File: config.mk
export PLATFORM = sky130hd
export DESIGN_NAME = clk_ctrl_reg
export DESIGN_NICKNAME = d
export VERILOG_FILES = /design/src/rtl/clk_ctrl_reg.sv
export SDC_FILE = /design/constraint.sdc
export NUM_CORES = 1
export LEC_CHECK = 0
export ABC_AREA = 1
export CORE_UTILIZATION = 36
export DETAILED_ROUTE_END_ITERATION = 6
export GPL_TIMING_DRIVEN = 0
export PLACE_DENSITY_LB_ADDON = 0.1
export SETUP_SLACK_MARGIN = 0.1
export SLEW_MARGIN = 20
export SYNTH_ARGS = -nofsm -noshare
export SYNTH_HDL_FRONTEND = slang
export SYNTH_SLANG_ARGS = --single-unit
File: constraint.sdc
create_clock -name clk -period 1 [get_ports clk]
set_input_delay 0.15 -clock clk [delete_from_list [all_inputs] [get_ports clk]]
set_output_delay 0.15 -clock clk [all_outputs]
set_load 0.03 [all_outputs]
File: src/rtl/clk_ctrl_reg.sv
module clk_ctrl_reg #(
  parameter int DW = 8,
  parameter int CNT_W = 5,
  parameter logic [DW-1:0] RST_VAL = 8'h08
) (
  input  logic          clk,
  input  logic          rst_n,
  input  logic          wr_en,
  input  logic [DW-1:0] wr_data,
  output logic [DW-1:0] rd_data,
  input  logic          prot_en,
  input  logic          clk_lock,
  input  logic          stop_enter,
  input  logic          wait_mode,
  input  logic          lsclk_in,
  input  logic          port_dout,
  input  logic          main_osc_in,
  output logic          clkout_pin,
  output logic          main_osc_dis,
  output logic          main_osc_out,
  output logic          periph_clk_en,
  output logic          sub_drive_hi,
  output logic          xc_sel,
  output logic          wdt_reset_sel
);
  localparam int B_WSTOP = 2;
  localparam int B_DRV   = 3;
  localparam int B_XC    = 4;
  localparam int B_MOFF  = 5;
  localparam int B_WDT   = 6;
  localparam int B_RSV   = 7;

  logic [DW-1:0]    ctl_q, ctl_d;
  logic [CNT_W-1:0] div_q;
  logic             do_wr;

  assign do_wr = wr_en & prot_en;

  always_comb begin
    ctl_d = ctl_q;
    if (do_wr) begin
      ctl_d[1:0]   = wr_data[1:0];
      ctl_d[B_DRV] = wr_data[B_DRV];
      ctl_d[B_XC]  = wr_data[B_XC];
      ctl_d[B_WDT] = ctl_q[B_WDT] | wr_data[B_WDT];
      if (!clk_lock) begin
        ctl_d[B_WSTOP] = wr_data[B_WSTOP];
        ctl_d[B_MOFF]  = wr_data[B_MOFF];
      end
    end
    if (stop_enter) ctl_d[B_DRV] = 1'b1;
    ctl_d[B_RSV] = 1'b0;
  end

  always_ff @(posedge clk or negedge rst_n)
    if (!rst_n) ctl_q <= RST_VAL;
    else        ctl_q <= ctl_d;

  always_ff @(posedge clk or negedge rst_n)
    if (!rst_n) div_q <= '0;
    else        div_q <= div_q + 1'b1;

  always_comb begin
    case (ctl_q[1:0])
      2'b00:   clkout_pin = port_dout;
      2'b01:   clkout_pin = lsclk_in;
      2'b10:   clkout_pin = div_q[2];
      default: clkout_pin = div_q[CNT_W-1];
    endcase
  end

  assign rd_data       = ctl_q;
  assign main_osc_dis  = ctl_q[B_MOFF];
  assign main_osc_out  = ctl_q[B_MOFF] | main_osc_in;
  assign periph_clk_en = ~(wait_mode & ctl_q[B_WSTOP]);
  assign sub_drive_hi  = ctl_q[B_DRV];
  assign xc_sel        = ctl_q[B_XC];
  assign wdt_reset_sel = ctl_q[B_WDT];

  AST_NO_PROT_WRITE: assert property (@(posedge clk) disable iff (!rst_n)
    (!prot_en && !stop_enter) |=> $stable(rd_data));
  AST_LOCK_HOLD: assert property (@(posedge clk) disable iff (!rst_n)
    (wr_en && clk_lock) |=> (rd_data[B_WSTOP] == $past(rd_data[B_WSTOP]) &&
                             rd_data[B_MOFF] == $past(rd_data[B_MOFF])));
  AST_WDT_STICKY: assert property (@(posedge clk) disable iff (!rst_n)
    wdt_reset_sel |=> wdt_reset_sel);
  AST_STOP_FORCE: assert property (@(posedge clk) disable iff (!rst_n)
    stop_enter |=> sub_drive_hi);
  AST_OSC_HIGH: assert property (@(posedge clk) disable iff (!rst_n)
    main_osc_dis |-> main_osc_out);
  AST_WAIT_GATE: assert property (@(posedge clk) disable iff (!rst_n)
    (wait_mode && rd_data[B_WSTOP]) |-> !periph_clk_en);
endmodule

==> results_dict.tcl, run 1 <==
set metrics [dict create \
    synth_area_leaders "dfrtp_1, nand2_1, buf_4" \
    crit_family "flip-flops" \
    avgSynthCellArea_um2 8.646 \
    viasPerCell 4.407 \
    synth_nets 86 \
    pre_cts_slack_ns -0.6376 \
    core-area_mm2 0.001506 \
    slowest_delay_ns 0.39 \
    cts_buffer_depth 2 \
    htree_levels 1 \
    grt_pass1_vias 519 \
    cp.arrival_ns 1.07 \
    path_cells "inv_1, nand2_1, nand3_2, nand2_2, buf_6" \
    slowest_stage "dfrtp_1" \
    path_class "reg2out" \
    cts.reportedPaths.clkPinSlew_ns 0.08 \
    layout_setup_ws_ns -0.2237 \
    crit_buf_inv 2 \
    setup_violations 10 \
    cts-root-buf "clkbuf_4" \
    ant_nets 0 \
    grt_antenna_before_repair 0 \
    slew_headroom_pct 66.06 \
    cp-start-kind "flop" \
    dp_hpwl_um 878.7 \
    yosysWarnings 0 \
    synth_ff_type "dfrtp_1" \
    first_pass_iters 4 \
    violations "setup timing" \
    async_reset_ff_share_pct 100.0 \
    fin_util_pct 69.85 \
    synthToLayoutAreaGrowth_pct 81.64 \
    worst_slew_pin_slew_ns 0.5075 \
    num_vias 542 \
    p_leak_uw 0.0005437 \
    drive_gt1_share_pct 42.06 \
    cp.required_ns 0.85 \
    netlist.area_leader.share_pct 47.52 \
    power.density_mw_per_mm2 1274 \
    ctsHoldBuffers 0 \
    dieArea_mm2 0.001774 \
    grt_pass1_wl_um 1959 \
    synth_edf_count 0 \
    tritoncts "yes" \
    yosysMostFrequentCell "nand2_1" \
    synth_commonest_cells "nand2_1, dfrtp_1, inv_1" \
    grt_max_degree 13 \
    cp_max_fo 2 \
    die_w_um 42.12 \
    finalClockSkew_ns 0.0003884 \
    synthesis.area_um2 579.3 \
    chipHeight_um 42.12 \
    drc 0 \
    fin_nets 127 \
    initial_core_util_pct 38.46 \
    max_freq_mhz 817.2 \
    ys_seq_area_share_pct 52.05 \
    run_status "finished with violations" \
    drtIter0Drc 4 \
    insertion_delay_ns 0.26 \
    synth.distinct_cells 16 \
    hold_path.class "in2async" \
    cap_violations 0 \
    syn_inst 67 \
    cts_buffers 3 \
    slew_violations 0 \
    yosysTopAreaCell "dfrtp_1" \
    wire_per_inst_um 9.976 \
    fillers 132 \
    worst_setup_path_end_kind "output port" \
    period_minus_slack_ns 1.224 \
    gp_congestion 0.7533 \
    wirelength_um 1227 \
    grtUsageTotal_pct 15.20 \
    final_hold_viol_count 0 \
    portBuffers 30 \
    period_share_pct 122.4 \
    antennaDiodeCount 0 \
    ys_ff_latch 12 \
    clock-sinks 12 \
    rsz0062_at_grt "true" \
    boundaryPins 33 \
    ir_worst_vdd_mv 0.7805 \
    rows 14 \
    grt_overflow 0 \
]
==> routing by layer <==
metal / global-route usage (%) / wire length, µm
met1: 17.09 / 500
met2: 24.38 / 631
met3: 4.310 / 79
met4: 11.25 / 15
met5: 0 / 0
==> repair_timing <==
action | CTS | global route
setup endpoints to repair | 16 | 16
cloned | 0 | 0
pin swaps | 1 | 4
resized for setup | 97 | 14
buffers inserted | 4 | 2
==> final timing paths <==
check                                 from  slack, ns    endpoint  cells past startpoint
worst max-delay path              div_q[4]      -0.22  clkout_pin                      5
min in group clk                   prot_en       0.22  rd_data[3]                      3
max in group asynchronous            rst_n       0.40  rd_data[0]                      1
worst max register to register  rd_data[1]       0.14  rd_data[1]                      4
worst min-delay path                 rst_n       0.22    div_q[4]                      1
worst min register to register    div_q[4]       0.48    div_q[4]                      2
==> layout make-up <==
type / instances / area (µm²) / area share [%]
Inverter: 10 / 37.54 / 3.567
Sequential cell: 12 / 305.3 / 29.01
Multi-Input combinational cell: 40 / 246.5 / 23.42
Tap cell: 16 / 20.02 / 1.902
Clock buffer: 4 / 26.28 / 2.497
Buffer: 5 / 52.55 / 4.994
Timing Repair Buffer: 36 / 364.1 / 34.60
==> flip-flops by register name, indices dropped and copies added (netlist names) <==
name / cells
rd_data: 7
div_q: 5
==> cells by family (layout without fill, tap and decap cells) <==
| family | Yosys count | after routing | share of synthesized area (%) |
|---|---|---|---|
| other | 1 | 1 | 0.6473 |
| adders and majority gates | 1 | 1 | 2.159 |
| buffers and inverters | 15 | 55 | 12.96 |
| and+or+nand+nor | 33 | 33 | 26.78 |
| DFF | 12 | 12 | 52.05 |
| xor gates and xnor gates | 1 | 1 | 1.512 |
| AOI/OAI and AO/OA | 4 | 4 | 3.887 |
==> through the flow <==
stage	cells	area, µm²	hold WS, ns	TNS [ns]	total power (µW)
after global placement	113	914.6	0.4628	-4.808	986.6
after CTS	121	999.7	0.2320	-1.202	1327
final	123	1052	0.2178	-1.054	1340
after floorplan	67	594.3	-0.1456	0	780.7
after global routing	123	1052	0.2243	-1.571	1423
after detailed placement	113	914.6	0.4771	-4.867	990.0
==> cells in the final DEF, fill, tap and decap left out <==
master	netlist	final
a21oi_1	3	2
a21oi_2	0	1
buf_4	5	8
buf_6	0	17
clkbuf_1	0	1
clkbuf_4	0	3
clkdlybuf4s50_1	0	14
conb_1	1	1
dfrtp_1	11	8
dfrtp_2	0	3
dfstp_2	1	1
dlymetal6s2s_1	0	2
ha_4	0	1
inv_1	10	9
inv_2	0	1
nand2_1	19	15
nand2_2	0	4
nand2_4	1	1
nand3_1	7	4
nand3_2	0	3
nand4_1	2	2
nor2_1	2	2
nor2_4	1	1
o21bai_1	1	1
or2_4	0	1
xor2_1	1	1
==> where the power goes <==
part | internal, µW | switching (µW)
Sequential | 521 | 37.3
Clock | 154 | 144
Combinational | 248 | 236
(Power assumes the default switching activity.)
==> inputs of run 2 (changes only) <==
--- a/config.mk
+++ b/config.mk
@@ -6,7 +6,8 @@
 export NUM_CORES = 1
 export LEC_CHECK = 0
 export ABC_AREA = 1
-export CORE_UTILIZATION = 36
+export CORE_UTILIZATION = 38
+export CTS_BUF_LIST = sky130_fd_sc_hd__clkbuf_8
 export DETAILED_ROUTE_END_ITERATION = 6
 export GPL_TIMING_DRIVEN = 0
 export PLACE_DENSITY_LB_ADDON = 0.1
==> run 2 against run 1 <==
Compared with the run above: critical path type unchanged; utilization grew 8.2 points; non-clock buffer count shrank 2; the run still ends with setup timing left; combinational power shrank 1%; clock skew is essentially flat; highest routed layer unchanged; maximum frequency grew 1.6%; wire length grew 8.1%; sequential power is essentially flat.
==> results_dict.tcl, run 2 (synthesized netlist as in run 1, its figures left out) <==
set metrics [dict create \
    run_status "finished with violations" \
    violations "setup timing" \
    initial_core_util_pct 42.40 \
    dp_hpwl_um 917.1 \
    period_share_pct 120.4 \
    viasPerCell 4.575 \
    grt_overflow 0 \
    fin_util_pct 78.02 \
    layout.cells.most_common_list "buf_6, nand2_1, clkdlybuf4s50_1, inv_1, dfrtp_1" \
    antennaDiodeCount 0 \
    drtIter0Drc 4 \
    grt_pass1_wl_um 2001 \
    largest_reg_flops 7 \
    period_minus_slack_ns 1.204 \
    worst_slew_pin_slew_ns 0.5060 \
    dieArea_mm2 0.001685 \
    core-area_mm2 0.001366 \
    tritoncts "yes" \
    portBuffers 30 \
    rows 13 \
    rsz0062_at_grt "true" \
    first_pass_iters 4 \
    final_common_cell "buf_6" \
    die_w_um 41.05 \
    cp_max_fo 4 \
    hold_path.class "in2reg" \
    slew_violations 0 \
    setup_violations 8 \
    drive_gt1_share_pct 43.81 \
    clock-sinks 12 \
    worst_setup_path_end_kind "output port" \
    ir_worst_vdd_mv 1.181 \
    htree_levels 1 \
    path_class "reg2out" \
    final_hold_viol_count 0 \
    cts_buffer_depth 2 \
    max_freq_mhz 830.6 \
    num_vias 549 \
    boundaryPins 33 \
    slew_headroom_pct 66.16 \
    grt_pass1_vias 504 \
    cp.required_ns 0.85 \
    fin_cells 120 \
    setup-tns-final_ns -0.8495 \
    synthToLayoutAreaGrowth_pct 84.02 \
    wirelength_um 1327 \
    fin_nets 125 \
    ctsHoldBuffers 0 \
    cts.reportedPaths.clkPinSlew_ns 0.05 \
    cts_buffers 3 \
    grt_max_degree 13 \
    seqCellArea_um2 306.5 \
    multi_input_area_um2 246.5 \
    drc 0 \
    dpl.cell_count 112 \
    chipHeight_um 41.05 \
    grtUsageTotal_pct 19.57 \
    grt_antenna_before_repair 0 \
    cts-root-buf "clkbuf_8" \
    cp-start-kind "flop" \
    wire_per_inst_um 11.06 \
    gp_congestion 0.6776 \
    power.density_mw_per_mm2 1484 \
    fillers 104 \
    p_leak_uw 0.0005457 \
    finalClockSkew_ns 0.0004418 \
    cap_violations 0 \
    layout_setup_ws_ns -0.2040 \
    ant_nets 0 \
    cp.arrival_ns 1.05 \
    insertion_delay_ns 0.24 \
]
run 2: changes by cell type in the layout (fill, tap and decap cells not counted), sizes merged:
| cell | change |
|---|---|
| buf | -2 |
run 2: final timing paths:
kind                       startpoint      endpoint  slack [ns]  cells after the start
max in group asynchronous       rst_n    rd_data[0]        0.39                      1
min in group asynchronous       rst_n      div_q[4]        0.24                      1
setup / recovery           rd_data[5]  main_osc_out       -0.20                      2
setup reg to reg           rd_data[1]    rd_data[1]        0.13                      4
hold reg to reg              div_q[4]      div_q[4]        0.48                      2
hold / removal                prot_en    rd_data[3]        0.23                      3
run 2: final cells by class:
type | instances | share of cell area (%)
sequential | 12 | 28.76
tap | 15 | 1.761
buffer | 5 | 4.930
multi-input combinational | 40 | 23.12
inverter | 10 | 3.521
timing repair buffer | 34 | 32.75
clock buffer | 4 | 5.164
run 2: repair_timing:
action / 4_1_cts / 5_1_grt
setup endpoints to repair: 16 / 20
resized for setup: 101 / 12
setup buffers: 3 / 1
pin swaps: 0 / 2
run 2: stage by stage:
| step | setup WS, ns | total power (µW) | cell area (µm²) | hold WS, ns |
|---|---|---|---|---|
| floorplan | 0.05669 | 780.7 | 594.3 | -0.1456 |
| global placement | -0.6291 | 986.3 | 913.4 | 0.4615 |
| detailed placement | -0.6454 | 993.5 | 913.4 | 0.4734 |
| CTS | -0.1946 | 1576 | 1020 | 0.2643 |
| global route | -0.2498 | 1663 | 1066 | 0.2546 |
| finish | -0.2040 | 1582 | 1066 | 0.2294 |
run 2: worst max-delay path, cell delays in order (launching register included):
cell and delay, ns:
dfrtp_2 0.44, or2_4 0.24, buf_6 0.13
run 2: power by group:
| part | total [µW] | leakage (µW) | switching (µW) | internal, µW |
|---|---|---|---|---|
| logic | 479 | 0.000382 | 238 | 242 |
| registers | 562 | 0.000134 | 39.5 | 522 |
| clock network | 541 | 0.0000288 | 192 | 349 |
run 2: metal layers:
layer | up-vias | GRT usage [%] | wire length (µm)
li1 | 277 | - | -
met5 | - | 0 | 0
met4 | 0 | 12.50 | 24
met1 | 243 | 19.32 | 561
met2 | 25 | 33.20 | 632
met3 | 4 | 8.152 | 109
==> inputs of run 3 (changes only) <==
--- a/config.mk
+++ b/config.mk
@@ -6,8 +6,8 @@
 export NUM_CORES = 1
 export LEC_CHECK = 0
 export ABC_AREA = 1
-export CORE_UTILIZATION = 38
-export CTS_BUF_LIST = sky130_fd_sc_hd__clkbuf_8
+export CORE_UTILIZATION = 36
+export CTS_BUF_LIST = sky130_fd_sc_hd__clkbuf_4 sky130_fd_sc_hd__clkbuf_8 sky130_fd_sc_hd__clkbuf_16
 export DETAILED_ROUTE_END_ITERATION = 6
 export GPL_TIMING_DRIVEN = 0
 export PLACE_DENSITY_LB_ADDON = 0.1
==> run 3 against run 2 <==
Compared with the run above: the run still ends with setup timing left; largest cell class unchanged; largest power group unchanged; clock power fell by 40%; clock-buffer cell count did not move; register-to-register slack barely moved; maximum frequency fell by 1.4%; hold slack got worse by 0.0081 ns; final cell count rose by 2.5%.
==> results_dict.tcl, run 3 (synthesized netlist as in run 1, its figures left out) <==
set metrics [dict create \
    run_status "finished with violations" \
    violations "setup timing" \
    htree_levels 1 \
    worst_setup_path_end_kind "output port" \
    period_share_pct 122.1 \
    dp_hpwl_um 878.7 \
    cp-start-kind "flop" \
    drive_gt1_share_pct 42.99 \
    path_cells "inv_1, nand2_1, nand3_2, nand2_2, buf_6" \
    tritoncts "yes" \
    setup_violations 10 \
    grtUsageTotal_pct 14.92 \
    reg2regPathDepth 4 \
    cts-root-buf "clkbuf_4" \
    antennaDiodeCount 0 \
    slew_headroom_pct 65.59 \
    rows 14 \
    wirelength_um 1224 \
    grt_pass1_vias 511 \
    slowest_stage "dfrtp_1" \
    layout.cells.most_common_list "buf_6, nand2_1, clkdlybuf4s50_1, inv_1" \
    grt_max_degree 13 \
    cp.required_ns 0.85 \
    viasPerCell 4.398 \
    fin_util_pct 70.10 \
    final_common_cell "buf_6" \
    hold_path.class "in2async" \
    largest_reg_flops 7 \
    synthToLayoutAreaGrowth_pct 82.29 \
    setup-tns-final_ns -1.036 \
    dieArea_mm2 0.001774 \
    gp_congestion 0.7533 \
    worst_slew_pin_slew_ns 0.5146 \
    p_leak_uw 0.0005471 \
    core-area_mm2 0.001506 \
    max_freq_mhz 818.8 \
    layout_setup_ws_ns -0.2213 \
    pre_cts_slack_ns -0.6376 \
    die_w_um 42.12 \
    r2r-start "rd_data[1]" \
    ctsHoldBuffers 0 \
    ant_nets 0 \
    initial_core_util_pct 38.46 \
    final_hold_viol_count 0 \
    num_vias 541 \
    drc 0 \
    cp_max_fo 2 \
    holdWs_ns 0.2213 \
    grt_antenna_before_repair 0 \
    finalClockSkew_ns 0.0004559 \
    rrSetupSlack_ns 0.14 \
    boundaryPins 33 \
    fin_nets 127 \
    ir_worst_vdd_mv 0.8415 \
    cp.arrival_ns 1.07 \
    slowest_delay_ns 0.39 \
    power.density_mw_per_mm2 1292 \
    rsz0062_at_grt "true" \
    cts_buffers 3 \
    first_pass_iters 4 \
    path_class "reg2out" \
    slew_violations 0 \
    startpoint "div_q[4]" \
    cts_buffer_depth 2 \
    cap_violations 0 \
    reg2reg_to "rd_data[1]" \
    cts.reportedPaths.clkPinSlew_ns 0.07 \
    chipHeight_um 42.12 \
    clock-sinks 12 \
    drtIter0Drc 4 \
    grt_overflow 0 \
    insertion_delay_ns 0.26 \
    grt_pass1_wl_um 1945 \
    portBuffers 30 \
    wire_per_inst_um 9.951 \
    period_minus_slack_ns 1.221 \
]
-- run 3: cell types whose count changed in the layout (fill, tap and decap cells not counted), sizes merged --
cell,previous run,this run
buf,23,25
-- run 3: where the power goes --
group | switching (µW) | leakage [µW] | internal (µW)
sequential | 37.2 | 0.000136 | 521
combinational | 236 | 0.000393 | 248
clock | 141 | 0.0000184 | 181
total | 415 | 0.000547 | 950
-- run 3: routing by layer --
metal / GRT usage [%] / part of all wire, % / vias to the layer above
li1: - / - / 281
met1: 17.09 / 41 / 238
met2: 24.38 / 51 / 20
met3: 4.310 / 6.5 / 2
met4: 9.375 / 1.2 / 0
met5: 0 / 0 / -
-- run 3: how the worst max path moves through the flow --
stage / to / slack (ns) / cells after the start
after detailed placement: clkout_pin / -0.64 / 6
after global routing: clkout_pin / -0.30 / 5
after floorplan: clkout_pin / 0.06 / 4
final: clkout_pin / -0.22 / 5
after global placement: clkout_pin / -0.63 / 6
after CTS: main_osc_out / -0.21 / 2
-- run 3: critical path, delay by kind of cell, from the launching register on --
| kind | cells | cell delay, ns |
|---|---|---|
| buffers and inverters | 2 | 0.21 |
| and+or+nand+nor | 3 | 0.21 |
| DFF | 1 | 0.39 |
-- run 3: layout make-up --
class,instances,area [µm²]
sequential,12,305.3
multi-input combinational,40,246.5
fill,130,450.4
inverter,10,37.54
tap,16,20.02
clock buffer,4,30.03
buffer,5,52.55
timing repair buffer,36,364.1
-- run 3: through the flow --
stage,cells,instance area (µm²),total power (µW)
finish,123,1056,1365
global route,123,1056,1448
CTS,121,1003,1350
detailed placement,113,914.6,990.0
global placement,113,914.6,986.6
floorplan,67,594.3,780.7
-- run 3: repair_timing --
item	4_1_cts	5_1_grt
resized for setup	97	14
setup endpoints to repair	16	16
setup buffers	4	2
pin swaps	1	4
